==> src/rtl/hjmp_pkg.sv <==
package hjmp_pkg;

  localparam logic [5:0] HJ_OPCODE = 6'h1E;

  typedef enum logic [1:0] {
    HINT_JUMP = 2'b00,
    HINT_CALL = 2'b01,
    HINT_RET  = 2'b10,
    HINT_COR  = 2'b11
  } hint_e;

  typedef struct packed {
    logic        hit;
    hint_e       hint;
    logic        stall;
    logic [12:0] disp;
  } dec_t;

endpackage

==> src/rtl/hjmp_decode.sv <==
module hjmp_decode
  import hjmp_pkg::*;
#(
  parameter int AW = 32
) (
  input  logic [31:0]   inst_word,
  input  logic [AW-1:0] pc,
  output dec_t          dec,
  output logic [AW-1:0] rel_target,
  output logic [AW-1:0] link_addr
);

  logic [AW-1:0] disp_bytes;
  logic          unused_regs;

  assign dec.hit   = (inst_word[31:26] == HJ_OPCODE);
  assign dec.hint  = hint_e'(inst_word[15:14]);
  assign dec.stall = inst_word[13];
  assign dec.disp  = inst_word[12:0];

  // register fields are resolved elsewhere
  assign unused_regs = ^inst_word[25:16];

  // longword displacement, sign-extended to byte offset
  assign disp_bytes = {{(AW-15){inst_word[12]}}, inst_word[12:0], 2'b00};
  assign rel_target = pc + disp_bytes;
  assign link_addr  = pc + AW'(4);

endmodule

==> src/rtl/hjmp_ret_stack.sv <==
module hjmp_ret_stack #(
  parameter int AW    = 32,
  parameter int DEPTH = 8
) (
  input  logic          clk,
  input  logic          rst,
  input  logic          push,
  input  logic          pop,
  input  logic [AW-1:0] push_data,
  output logic [AW-1:0] top_data
);

  localparam int PW = (DEPTH > 1) ? $clog2(DEPTH) : 1;
  localparam int CW = $clog2(DEPTH + 1);

  logic [AW-1:0] mem [DEPTH];
  logic [PW-1:0] sp;
  logic [CW-1:0] count;
  logic [PW-1:0] sp_inc, sp_dec, wr_addr;
  logic          nonempty, do_pop;

  assign nonempty = (count != '0);
  assign do_pop   = pop && nonempty;
  assign sp_inc   = (sp == PW'(DEPTH - 1)) ? '0 : sp + PW'(1);
  assign sp_dec   = (sp == '0) ? PW'(DEPTH - 1) : sp - PW'(1);
  assign wr_addr  = do_pop ? sp_dec : sp;
  assign top_data = nonempty ? mem[sp_dec] : '0;

  always_ff @(posedge clk) begin
    if (push) mem[wr_addr] <= push_data;
  end

  always_ff @(posedge clk) begin
    if (rst) begin
      sp    <= '0;
      count <= '0;
    end else begin
      unique case ({push, do_pop})
        2'b10: begin
          sp <= sp_inc;
          if (count != CW'(DEPTH)) count <= count + CW'(1);
        end
        2'b01: begin
          sp    <= sp_dec;
          count <= count - CW'(1);
        end
        default: ;
      endcase
    end
  end


  count_bound_chk: assert property (@(posedge clk) disable iff (rst)
    count <= CW'(DEPTH));


  empty_pop_hold_chk: assert property (@(posedge clk) disable iff (rst)
    (pop && !push && count == '0) |=> $stable(sp));

endmodule

==> src/rtl/hjmp_resolve.sv <==
module hjmp_resolve #(
  parameter int AW = 32
) (
  input  logic          clk,
  input  logic          rst,
  input  logic          accept,
  input  logic          acc_stall,
  input  logic [AW-1:0] acc_pred,
  input  logic          resolve_valid,
  input  logic [AW-1:0] resolve_target,
  input  logic          retire,
  input  logic          abort,
  output logic          redirect,
  output logic [AW-1:0] redirect_target,
  output logic          kill_younger,
  output logic          fetch_stall,
  output logic          priv_mode
);

  logic          pend_valid, pend_stall;
  logic [AW-1:0] pend_pred;
  logic [AW-1:0] clean_target;
  logic          res_fire, mispredict;

  assign clean_target = {resolve_target[AW-1:1], 1'b0};
  assign res_fire     = resolve_valid && pend_valid;
  assign mispredict   = res_fire && (pend_stall || clean_target != pend_pred);

  always_ff @(posedge clk) begin
    if (rst) begin
      pend_valid      <= 1'b0;
      pend_stall      <= 1'b0;
      pend_pred       <= '0;
      redirect        <= 1'b0;
      redirect_target <= '0;
      kill_younger    <= 1'b0;
      fetch_stall     <= 1'b0;
      priv_mode       <= 1'b0;
    end else begin
      redirect     <= mispredict;
      kill_younger <= mispredict || (accept && acc_stall);
      if (mispredict) redirect_target <= clean_target;
      if (res_fire)   priv_mode       <= resolve_target[0];

      if (accept && acc_stall)   fetch_stall <= 1'b1;
      else if (retire || abort)  fetch_stall <= 1'b0;

      if (accept) begin
        pend_valid <= 1'b1;
        pend_stall <= acc_stall;
        pend_pred  <= acc_pred;
      end else if (res_fire) begin
        pend_valid <= 1'b0;
      end
    end
  end


  redirect_cause_chk: assert property (@(posedge clk) disable iff (rst)
    redirect |-> $past(resolve_valid));


  redirect_kill_chk: assert property (@(posedge clk) disable iff (rst)
    redirect |-> kill_younger);


  stall_release_chk: assert property (@(posedge clk) disable iff (rst)
    $fell(fetch_stall) |-> $past(retire || abort));

endmodule

==> src/rtl/hjmp_predictor.sv <==
module hjmp_predictor
  import hjmp_pkg::*;
#(
  parameter int AW    = 32,
  parameter int DEPTH = 8
) (
  input  logic          clk,
  input  logic          rst,
  input  logic          inst_valid,
  input  logic [31:0]   inst_word,
  input  logic [AW-1:0] fetch_pc,
  input  logic          resolve_valid,
  input  logic [AW-1:0] resolve_target,
  input  logic          retire,
  input  logic          abort,
  output logic          pred_valid,
  output logic [AW-1:0] pred_target,
  output logic          redirect,
  output logic [AW-1:0] redirect_target,
  output logic          kill_younger,
  output logic          fetch_stall,
  output logic          priv_mode
);

  dec_t          dec;
  logic [AW-1:0] rel_target, link_addr, stack_top, pred_next;
  logic          accept, uses_stack, do_push, do_pop;

  hjmp_decode #(.AW(AW)) u_dec (
    .inst_word  (inst_word),
    .pc         (fetch_pc),
    .dec        (dec),
    .rel_target (rel_target),
    .link_addr  (link_addr)
  );

  assign accept     = inst_valid && dec.hit && !fetch_stall;
  assign uses_stack = (dec.hint == HINT_RET) || (dec.hint == HINT_COR);
  assign do_push    = accept && ((dec.hint == HINT_CALL) || (dec.hint == HINT_COR));
  assign do_pop     = accept && uses_stack;
  assign pred_next  = uses_stack ? stack_top : rel_target;

  hjmp_ret_stack #(.AW(AW), .DEPTH(DEPTH)) u_ras (
    .clk       (clk),
    .rst       (rst),
    .push      (do_push),
    .pop       (do_pop),
    .push_data (link_addr),
    .top_data  (stack_top)
  );

  hjmp_resolve #(.AW(AW)) u_res (
    .clk             (clk),
    .rst             (rst),
    .accept          (accept),
    .acc_stall       (dec.stall),
    .acc_pred        (pred_next),
    .resolve_valid   (resolve_valid),
    .resolve_target  (resolve_target),
    .retire          (retire),
    .abort           (abort),
    .redirect        (redirect),
    .redirect_target (redirect_target),
    .kill_younger    (kill_younger),
    .fetch_stall     (fetch_stall),
    .priv_mode       (priv_mode)
  );

  always_ff @(posedge clk) begin
    if (rst) begin
      pred_valid  <= 1'b0;
      pred_target <= '0;
    end else begin
      pred_valid <= accept;
      if (accept) pred_target <= pred_next;
    end
  end


  pred_source_chk: assert property (@(posedge clk) disable iff (rst)
    pred_valid |-> $past(inst_valid));


  frozen_no_pred_chk: assert property (@(posedge clk) disable iff (rst)
    $past(fetch_stall) |-> !pred_valid);

endmodule

==> config.mk <==
export PLATFORM = sky130hd
export DESIGN_NAME = hjmp_predictor
export DESIGN_NICKNAME = d
export VERILOG_FILES = /design/src/rtl/hjmp_pkg.sv /design/src/rtl/hjmp_decode.sv /design/src/rtl/hjmp_ret_stack.sv /design/src/rtl/hjmp_resolve.sv /design/src/rtl/hjmp_predictor.sv
export SDC_FILE = /design/constraint.sdc
export NUM_CORES = 1
export LEC_CHECK = 0
export BUFFER_PORTS_ARGS = -buffer_cell sky130_fd_sc_hd__buf_2
export CAP_MARGIN = 0
export CORE_MARGIN = 2
export CORE_UTILIZATION = 63
export DETAILED_ROUTE_END_ITERATION = 8
export MAX_ROUTING_LAYER = met4
export PLACE_DENSITY = 0.85
export SYNTH_ARGS = -nofsm -noshare
export SYNTH_HDL_FRONTEND = slang
export SYNTH_SLANG_ARGS = --single-unit
==> constraint.sdc <==
create_clock -name clk -period 11.2 [get_ports clk]
set_input_delay 3.36 -clock clk [delete_from_list [all_inputs] [get_ports clk]]
set_output_delay 3.36 -clock clk [all_outputs]
set_load 0.05 [all_outputs]
* Word-level counts from Yosys, hierarchy flattened
Memories as Yosys holds them, arrays and structs flattened.
Index checks and enable logic that the tools add are counted.
** Cells by class
- $mul :: 0
- Add/sub/neg operators :: 6
- Equal/unequal tests :: 10
- Reductions and logical operators :: 20
- Div/mod/pow operators :: 0
- Shift operators :: 0
- Order comparisons :: 0
- Bitwise operators :: 0
- Mux-type cells :: 14
** Operators by type and width (count)
- two-way mux 32 bit :: 2
- adder 32 x 3 -> 32 bit, second input constant :: 1
- adder 32 bit :: 1
- inequality test 32 bit :: 1
- two-way mux 3 bit :: 3
- logical AND 1 bit :: 8
- one-hot mux 4 bit (2 select lines) :: 1
- equality test 2 bit, second input constant :: 3
- equality test 6 x 5 -> 1 bit, second input constant :: 1
- two-way mux 1 bit :: 6
- one-hot mux 3 bit (2 select lines) :: 1
- nonzero test 2 bit :: 3
- logical OR 1 bit :: 5
- adder 4 x 1 -> 4 bit, second input constant :: 1
- equality test 2 x 1 -> 1 bit, second input constant :: 2
- two-way mux 4 bit :: 1
- inequality test 4 bit, second input constant :: 1
- nonzero test 4 bit :: 1
- subtractor 4 x 1 -> 4 bit, second input constant :: 1
- adder 3 x 1 -> 3 bit, second input constant :: 1
- equality test 3 bit, second input constant :: 1
- zero test 3 bit :: 1
- subtractor 3 x 1 -> 3 bit, second input constant :: 1
- inequality test 2 x 1 -> 1 bit, second input constant :: 1
- 2 further kinds :: 2
** Storage, ports and cells
- Logic and storage cells :: 62
- Output and inout port bits :: 69
- Memories :: 1
- Bits of input ports :: 102
- Bits in writable memories :: 256
- Bits in read-only memories :: 0
- Register bits :: 77
- Latch bits :: 0
** Memories
- u_ras.mem :: words 8, bits a word 32, rd ports 1, clocked after memory_dff 0, wr ports 1, RTL line hjmp_ret_stack.sv:16 : logic [AW-1:0] mem [DEPTH];

* Longest topological paths before layout
Gate-level depths: netlist of the first run.
- Word-level depth :: 8
- Depth in mapped cells :: 12
- Mapped depth without buffers :: 10

* Modules after synthesis
Synthesis of the first run repeated with hierarchy kept, for this count alone.
** Unflattened totals
- Cell total of the unflattened synthesis :: 1479
- Area, all modules :: 18008.5 um^2
** Modules (own cells, without submodules)
- hjmp_ret_stack :: seq. area each 7827.5 um^2, cells an instance 679, area an instance 11016.8 um^2, times used 1
- hjmp_resolve :: seq. area each 1381.3 um^2, cells an instance 305, area an instance 3067.9 um^2, times used 1
- hjmp_decode :: seq. area each 0.0 um^2, cells an instance 314, area an instance 2252.2 um^2, times used 1
- hjmp_predictor :: seq. area each 660.6 um^2, cells an instance 181, area an instance 1671.6 um^2, times used 1

* Worst setup path before layout of the first run
Ideal clock, no wire load.
- Path kind :: in2reg
- From :: input inst_word[31]
- To :: memory u_ras.mem[6][0], enable pin
- Path buffers :: 0
- Data arrival time :: 5.998 ns
- Setup slack :: 4.781 ns
- Setup time :: 0.421 ns
- Data required time :: 10.779 ns
- Cell stages on the path :: 7
- Cell sequence :: and4b_1 nand4_1 nor2_1 inv_1 nor3_1 a31oi_1 nor2_1
** Between the ends
- Longest elaborated chain between the ends :: 6
- Elaborated cells between the ends (all ways) :: 9
- Classes of those cells :: 1 x eq/ne; 3 x mux; 5 x reduce/logical
** RTL lines
- start, declared :: RTL line hjmp_predictor.sv:10 : input logic [31:0] inst_word,
- equality test 6 x 5 -> 1 bit * :: RTL line hjmp_decode.sv:16 : assign dec.hit = (inst_word[31:26] == HJ_OPCODE);
- logical AND 1 bit * (2 in a row) :: RTL line hjmp_predictor.sv:37 : assign accept = inst_valid && dec.hit && !fetch_stall;
- logical AND 1 bit (on tied branches) :: RTL line hjmp_predictor.sv:39, hjmp_predictor.sv:40
- two-way mux 1 bit / logical AND 1 bit (equally long branches) :: RTL line hjmp_ret_stack.sv:30, hjmp_ret_stack.sv:23
- two-way mux 1 bit (implied by the code) / two-way mux 3 bit (equally long branches) :: RTL line hjmp_ret_stack.sv:30, hjmp_ret_stack.sv:26
- end, declared :: RTL line hjmp_ret_stack.sv:16
Every way passes the cells marked *; elsewhere a longest branch is shown, timed or not.

* Final worst setup path of the first run
- From :: input inst_word[31]
- To :: memory u_ras.mem[2][14], enable pin
Same word-level chain as after synthesis.

==> results of run 1 <==
## final timing paths
path / startpoint / to / slack (ns) / cells after the start
worst min-delay path: u_res.pend_stall / u_res.pend_stall / 0.46 / 2
worst min register to register: u_res.pend_stall / u_res.pend_stall / 0.46 / 2
worst max register to register: u_res.fetch_stall / u_ras.mem[2][14] / 7.47 / 8
worst max-delay path: inst_word[31] / u_ras.mem[2][14] / 4.76 / 9
## placed cells by master (no fill, tap or decap), types with 5 or more instances in the layout
master / instances
or3_1: 7
ha_1: 37
o221a_2: 7
xor2_1: 29
nor3_1: 21
xnor2_1: 59
inv_1: 23
bufinv_16: 6
o21ai_0: 33
and3_1: 5
clkbuf_1: 6
buf_4: 16
o221ai_1: 15
o21bai_1: 6
a31oi_1: 8
a21oi_1: 46
mux2i_1: 60
mux4_2: 63
edfxtp_1: 256
nand2_1: 56
a21o_1: 12
nor2_4: 7
buf_2: 159
clkbuf_16: 37
nor2_1: 104
dfxtp_1: 77
nand3b_1: 5
nand4_1: 17
clkinv_1: 7
nand3_1: 18
## critical path, cell delays in order
cell     delay [ns]
buf_2          0.09
and4b_1        0.26
nand4_1        0.51
nor2_1         0.58
inv_1          0.24
nor3_1         0.23
nor2_1         0.13
nor2_2         0.65
buf_4          0.53
## cell usage after synthesis, drive strengths merged (2+ instances only)
library cell,number
a21boi,2
nor4,5
o211ai,2
xor2,29
o221a,8
a211o,3
edfxtp,256
ha,38
nand3,18
nor3b,2
nor2b,2
clkbuf,28
and3,5
o221ai,16
nand2b,3
inv,23
a21oi,50
nor3,22
a311oi,3
a211oi,2
nand2,56
o21ai,35
o21bai,6
nand4,17
o41ai,2
o22ai,3
mux4,64
nor2,113
dfxtp,77
mux2i,60
nand3b,5
or3,7
and4,4
a21o,16
xnor2,59
buf,25
a31oi,8
## report_power, final
group          internal [uW]  total (uW)  switching [uW]
Combinational           64.5         179             115
Sequential              1330        1330            1.53
Clock                    739        1190             455
Total                   2130        2710             572
## layout make-up
type | instances | area [sq um]
fillers | 1410 | 6040
well taps | 319 | 399
diodes | 4 | 10.0
multi-input cells | 677 | 5740
clock buffers | 43 | 948
inverters | 23 | 86.3
repair buffers | 175 | 916
flip-flops and latches | 333 | 9230
clock inverters | 19 | 240
## registers in the layout (all words and copies together), names as in the netlist
register / count
u_res.pend_stall: 1
u_res.priv_mode: 1
u_res.redirect: 1
u_ras.count: 4
u_res.pend_valid: 1
u_res.pend_pred: 32
u_res.kill_younger: 1
u_ras.sp: 3
u_ras.mem: 256
u_res.fetch_stall: 1
u_res.redirect_target: 31
pred_valid: 1
## cells by family after synthesis
logic type,count (synthesis),share of synthesized area
adder cells (fa/ha/maj),39,0.0326
AND/OR/NAND/NOR,262,0.0793
XOR/XNOR,88,0.0507
flip-flops,333,0.607
other,1,0.000246
multiplexers,124,0.134
AO/OA/AOI/OAI,163,0.0738
buffers and inverters,76,0.0225
## routing by layer
metal,share of wire,vias up,global-route usage
met3,0.092,113,0.0513
met4,0.036,0,0.122
li1,-,4482,-
met1,0.39,4965,0.393
met2,0.48,621,0.504
met5,0,-,-
## through the flow
step	std cells	utilization	power (uW)	worst slack [ns]
2_1_floorplan	1086	-	1470	4.78
3_3_place_gp	1527	0.693	1530	4.40
3_5_place_dp	1527	0.693	1530	4.32
4_1_cts	1589	0.744	2710	4.82
5_1_grt	1593	0.744	2780	4.55
6_report	1593	0.744	2710	4.76
==> metrics.txt, run 1 <==
Worst-path clk slew=0.06 ns; Vias/cell=6.39; layout cells sized above 1=0.255; I/O pin total=171; Post-Layout Inst Area=17600 sq um; Highest Clock Rate=155 MHz; Async S/R FF share, synth=0; Root Buffer=clkbuf_16; syn_nets=1227; final hold vios=0; Cell Area, Synth=15200 sq um; PortBufs=159; Critical Path RT=11.35 ns; Total Routed Length=38300 microns; flops & latches, synth=333; DP HPWL=24200 microns; Post-synth EDFFs=256; Synth top area share=0.505; worst slew pin tran=0.969 ns; top cells by area, synth=edfxtp_1 51%, dfxtp_1 10%, mux4_2 9.3%, mux2i_1 3.9%, xnor2_1 3.4%; final worst path period share=0.575; power per standard cell area=154 nW/um^2; setup TNS=0 ns; die extent in y=159 microns; Max clock buf depth=3; largest net degree at the start of global routing=81; Slew Viols, Final=0; gr ovfl total=0; CTS Buf Count=34; core box area=23600 sq um; post-synthesis sequential area ratio=0.607; first-pass GRT wire length=58100 microns; DRT iter0 DRCs=1009; hold_buf cts=0; Rows=56; Placed Area=16400 sq um; post-route ant nets=0; post-CTS resize count=0; syn_area_per_cell=14.0 sq um; Hold WS=0.456 ns; clk_skew=0.0182 ns; Die Width=159 microns; outcome=completed; Setup violations, final=0; LEAKAGE=0.00630 uW; Crit Path Max Fanout=21; full die area=25400 sq um; Period minus WS final=6.44 ns; RSZ-0062 raised after global routing=false; CP Class=primary input to flop; synth unique cells=63; initial antenna violation count=4; routed len/inst=24.0 microns; effective utilization at floorplan=0.644; number of global-route vias before repair=10209; area growth from synthesis to layout=15.5%; crit start category=primary input; Routability Congestion=0.894; H-tree depth=2; predominant post-synthesis flop cell=edfxtp_1; Max Cap Violations=0; Max-Slew Margin vs Limit=0.354; Final nets=1385; Synthesis Warnings=0; number of detailed-routing iterations run before antenna repair=5; drt drc=0; Post-CTS Setup Repair Bufs=0; vias=10181; CTS tree=done; Syn Inst Count=1086; leading area contributor after synthesis=edfxtp_1; clock latency on the worst-skew pair=0.51 ns; Hold Crit Class=flop to flop; aggregate global-route resource usage=0.309; Worst Path Arrival=6.59 ns; Setup crit end kind=flop; worst IR drop on VDD=91.5 uV; clk sinks=333
No activity file was read; power rests on OpenSTA's default activity.
==> inputs of run 2 (changes only) <==
ABC_AREA = 1   (was not set)
CORE_UTILIZATION = 54   (was 63)
PLACE_DENSITY = 0.77   (was 0.85)
clock period = 5.41 ns   (was 11.2 ns; I/O delays follow)
==> metrics.txt, run 2 <==
Rows=64 (was 56); Async S/R FF share, synth=0 (unchanged); clk_skew=0.0242 ns (was 0.0182 ns); most common cell after layout, fill and taps aside=nand2_1 (was edfxtp_1); final worst path period share=0.635; Slew Viols, Final=0 (unchanged); H-tree depth=2 (unchanged); WP buf/inv=1 (was 3); post-synthesis sequential area ratio=0.549 (was 0.607); Worst-path clk slew=0.06 ns (about the same); outcome=completed (unchanged); Max-Slew Margin vs Limit=0.293 (was 0.354); leading area contributor after synthesis=edfxtp_1 (unchanged); Multi-input gate area=6600 sq um (was 5740 sq um); Worst Path Arrival=3.67 ns (was 6.59 ns); Hold Crit Class=flop to flop (unchanged); synth unique cells=46 (was 63); worst path cell trace=buf_2, ha_1, nand3_2, nor3_4, nand2_2, nor2_4, nand2_4, nor2_4, nand4_1, xor2_1 (was buf_2, and4b_1, nand4_1, nor2_1, inv_1, nor3_1, nor2_1, nor2_2, buf_4); Root Buffer=clkbuf_16 (unchanged); DP HPWL=30300 microns (was 24200 microns); Highest Clock Rate=291 MHz; drt drc=0 (unchanged); CTS Buf Count=35 (was 34); Max Cap Violations=0 (unchanged); Syn Inst Count=1994 (was 1086); setup TNS=0 ns (unchanged); RSZ-0062 raised after global routing=false (unchanged); full die area=32600 sq um (was 25400 sq um); area growth from synthesis to layout=13.4% (was 15.5%); Setup violations, final=0 (unchanged); slowest cell delay on critical path=0.56 ns (was 0.65 ns); Sequential Area=9230 sq um (unchanged); Post-synth EDFFs=256 (unchanged); initial antenna violation count=6 (was 4); aggregate global-route resource usage=0.291 (was 0.309); first-pass GRT wire length=72600 microns (was 58100 microns); predominant post-synthesis flop cell=edfxtp_1 (unchanged); Critical-path top delay cell=xor2_1 (was nor2_2); final hold vios=0 (unchanged); CTS tree=done (unchanged); Max clock buf depth=3 (unchanged); PortBufs=159 (unchanged); Setup crit end kind=flop (unchanged); core box area=30600 sq um (was 23600 sq um); routed len/inst=18.0 microns (was 24.0 microns); top cells by area, synth=edfxtp_1 46%, nand2_1 14%, dfxtp_1 9.2%, nand3_1 6.3%, nor2_1 4.8% (was edfxtp_1 51%, dfxtp_1 10%, mux4_2 9.3%, mux2i_1 3.9%, xnor2_1 3.4%); post-CTS resize count=0 (unchanged); gr ovfl total=0 (unchanged); Final nets=2274 (was 1385); Commonest cells post-synth=644 x nand2_1, 256 x edfxtp_1, 214 x nor2_1 (was 256 x edfxtp_1, 112 x nor2_1, 77 x dfxtp_1); hold_buf cts=0 (unchanged); crit start category=primary input (unchanged); Filler cells=2593 (was 1410); largest net degree at the start of global routing=90 (was 81); Synthesis Warnings=0 (unchanged); vias=14152 (was 10181); Synth top area share=0.457 (was 0.505); most common cell in the netlist=nand2_1 (was edfxtp_1); worst slew pin tran=1.06 ns (was 0.969 ns); post-route ant nets=0 (unchanged); worst IR drop on VDD=342 uV (was 91.5 uV); effective utilization at floorplan=0.550 (was 0.644); most frequent cells in the layout=643 x nand2_1, 256 x edfxtp_1, 212 x nand3_1 (was 256 x edfxtp_1, 159 x buf_2, 104 x nor2_1); die extent in y=180 microns (was 159 microns); crit-path leading delay family=simple AND/OR/NAND/NOR gates (unchanged); DRT iter0 DRCs=1299 (was 1009); fin cells=2559 (was 1593); Vias/cell=5.53 (was 6.39); DP Cell Count=2492 (was 1527); CP Class=primary input to flop (unchanged); Die Width=180 microns (was 159 microns); Total Routed Length=46100 microns (was 38300 microns); Post-CTS Setup Repair Bufs=0 (unchanged); max reg flops=256 (unchanged); Crit Path Max Fanout=8 (was 21); LEAKAGE=0.00829 uW (was 0.00630 uW); Critical Path RT=5.64 ns (was 11.35 ns); clk sinks=333 (unchanged); Regs by FF count=u_ras.mem: 256 flops, u_res.pend_pred: 32 flops, u_res.redirect_target: 31 flops (unchanged); number of detailed-routing iterations run before antenna repair=6 (was 5); flops & latches, synth=333 (unchanged); syn_area_per_cell=8.43 sq um (was 14.0 sq um); layout cells sized above 1=0.121 (was 0.255); power per standard cell area=287 nW/um^2 (was 154 nW/um^2); most used cell, CP=nor2_4 (was nor2_1); Cell Area, Synth=16800 sq um (was 15200 sq um); syn_nets=2135 (was 1227); clock latency on the worst-skew pair=0.52 ns (was 0.51 ns); Period minus WS final=3.44 ns; I/O pin total=171 (unchanged); number of global-route vias before repair=13281 (was 10209); Largest Register=u_ras.mem (unchanged); Routability Congestion=0.960 (was 0.894)
-- run 2: layout make-up --
type / count / area share
Tap cell: 396 / 0.0260
Antenna cell: 6 / 0.000788
Inverter: 188 / 0.0370
Timing Repair Buffer: 180 / 0.0500
Clock buffer: 45 / 0.0490
Sequential cell: 333 / 0.484
Clock inverter: 16 / 0.00722
Multi-Input combinational cell: 1395 / 0.346
-- run 2: layer usage --
metal,vias up,GRT usage,part of all wire
met4,0,0.121,0.039
met2,613,0.449,0.46
met3,108,0.0344,0.075
met1,6595,0.394,0.43
met5,-,-,0
li1,6836,-,-
-- run 2: worst register-to-register path: stages (launching register included) --
cell	delay, ns
dfxtp_1	0.46
inv_2	0.11
ha_2	0.22
nand2_1	0.12
nand2_1	0.10
nor2_4	0.08
buf_4	0.46
nand2_1	0.11
o21ai_0	0.17
nand2_1	0.21
nor2_4	0.14
buf_4	0.48
-- run 2: power breakdown --
group | switching [uW] | internal, uW
Sequential | 3.12 | 2760
Combinational | 293 | 133
Clock | 965 | 1320
Total | 1260 | 4210
-- run 2: metrics by stage --
step | hold slack [ns] | worst slack (ns) | util | cell area [sq um] | total power (uW)
final | 0.467 | 1.97 | 0.623 | 19100 | 5470
after global routing | 0.497 | 1.80 | 0.623 | 19100 | 5630
after CTS | 0.471 | 1.99 | 0.623 | 19100 | 5480
after detailed placement | 0.464 | 1.48 | 0.588 | 18000 | 3230
after global placement | 0.455 | 1.55 | 0.588 | 18000 | 3220
after floorplan | 0.436 | 1.07 | - | 16800 | 3080
-- run 2: path summary, 6_finish.rpt --
path	start	end	slack, ns	cells past startpoint
setup / recovery	fetch_pc[2]	u_ras.mem[7][26]	1.97	10
hold / removal	u_res.pend_valid	u_res.pend_valid	0.47	2
setup reg to reg	u_ras.sp[0]	u_ras.mem[3][30]	2.35	11
hold reg to reg	u_res.pend_valid	u_res.pend_valid	0.47	2
-- run 2: logic make-up (layout without fill, tap and decap cells) --
logic type                 count (synthesis)  count (layout)  share of synthesized area
AOI/OAI and AO/OA                        198             198                     0.0619
buffers and inverters                    266             429                     0.0638
other                                      1               7                   0.000223
and+or+nand+nor                         1118            1118                      0.276
adders and majority gates                 39              39                     0.0295
DFF                                      333             333                      0.549
xor gates and xnor gates                  39              39                     0.0203
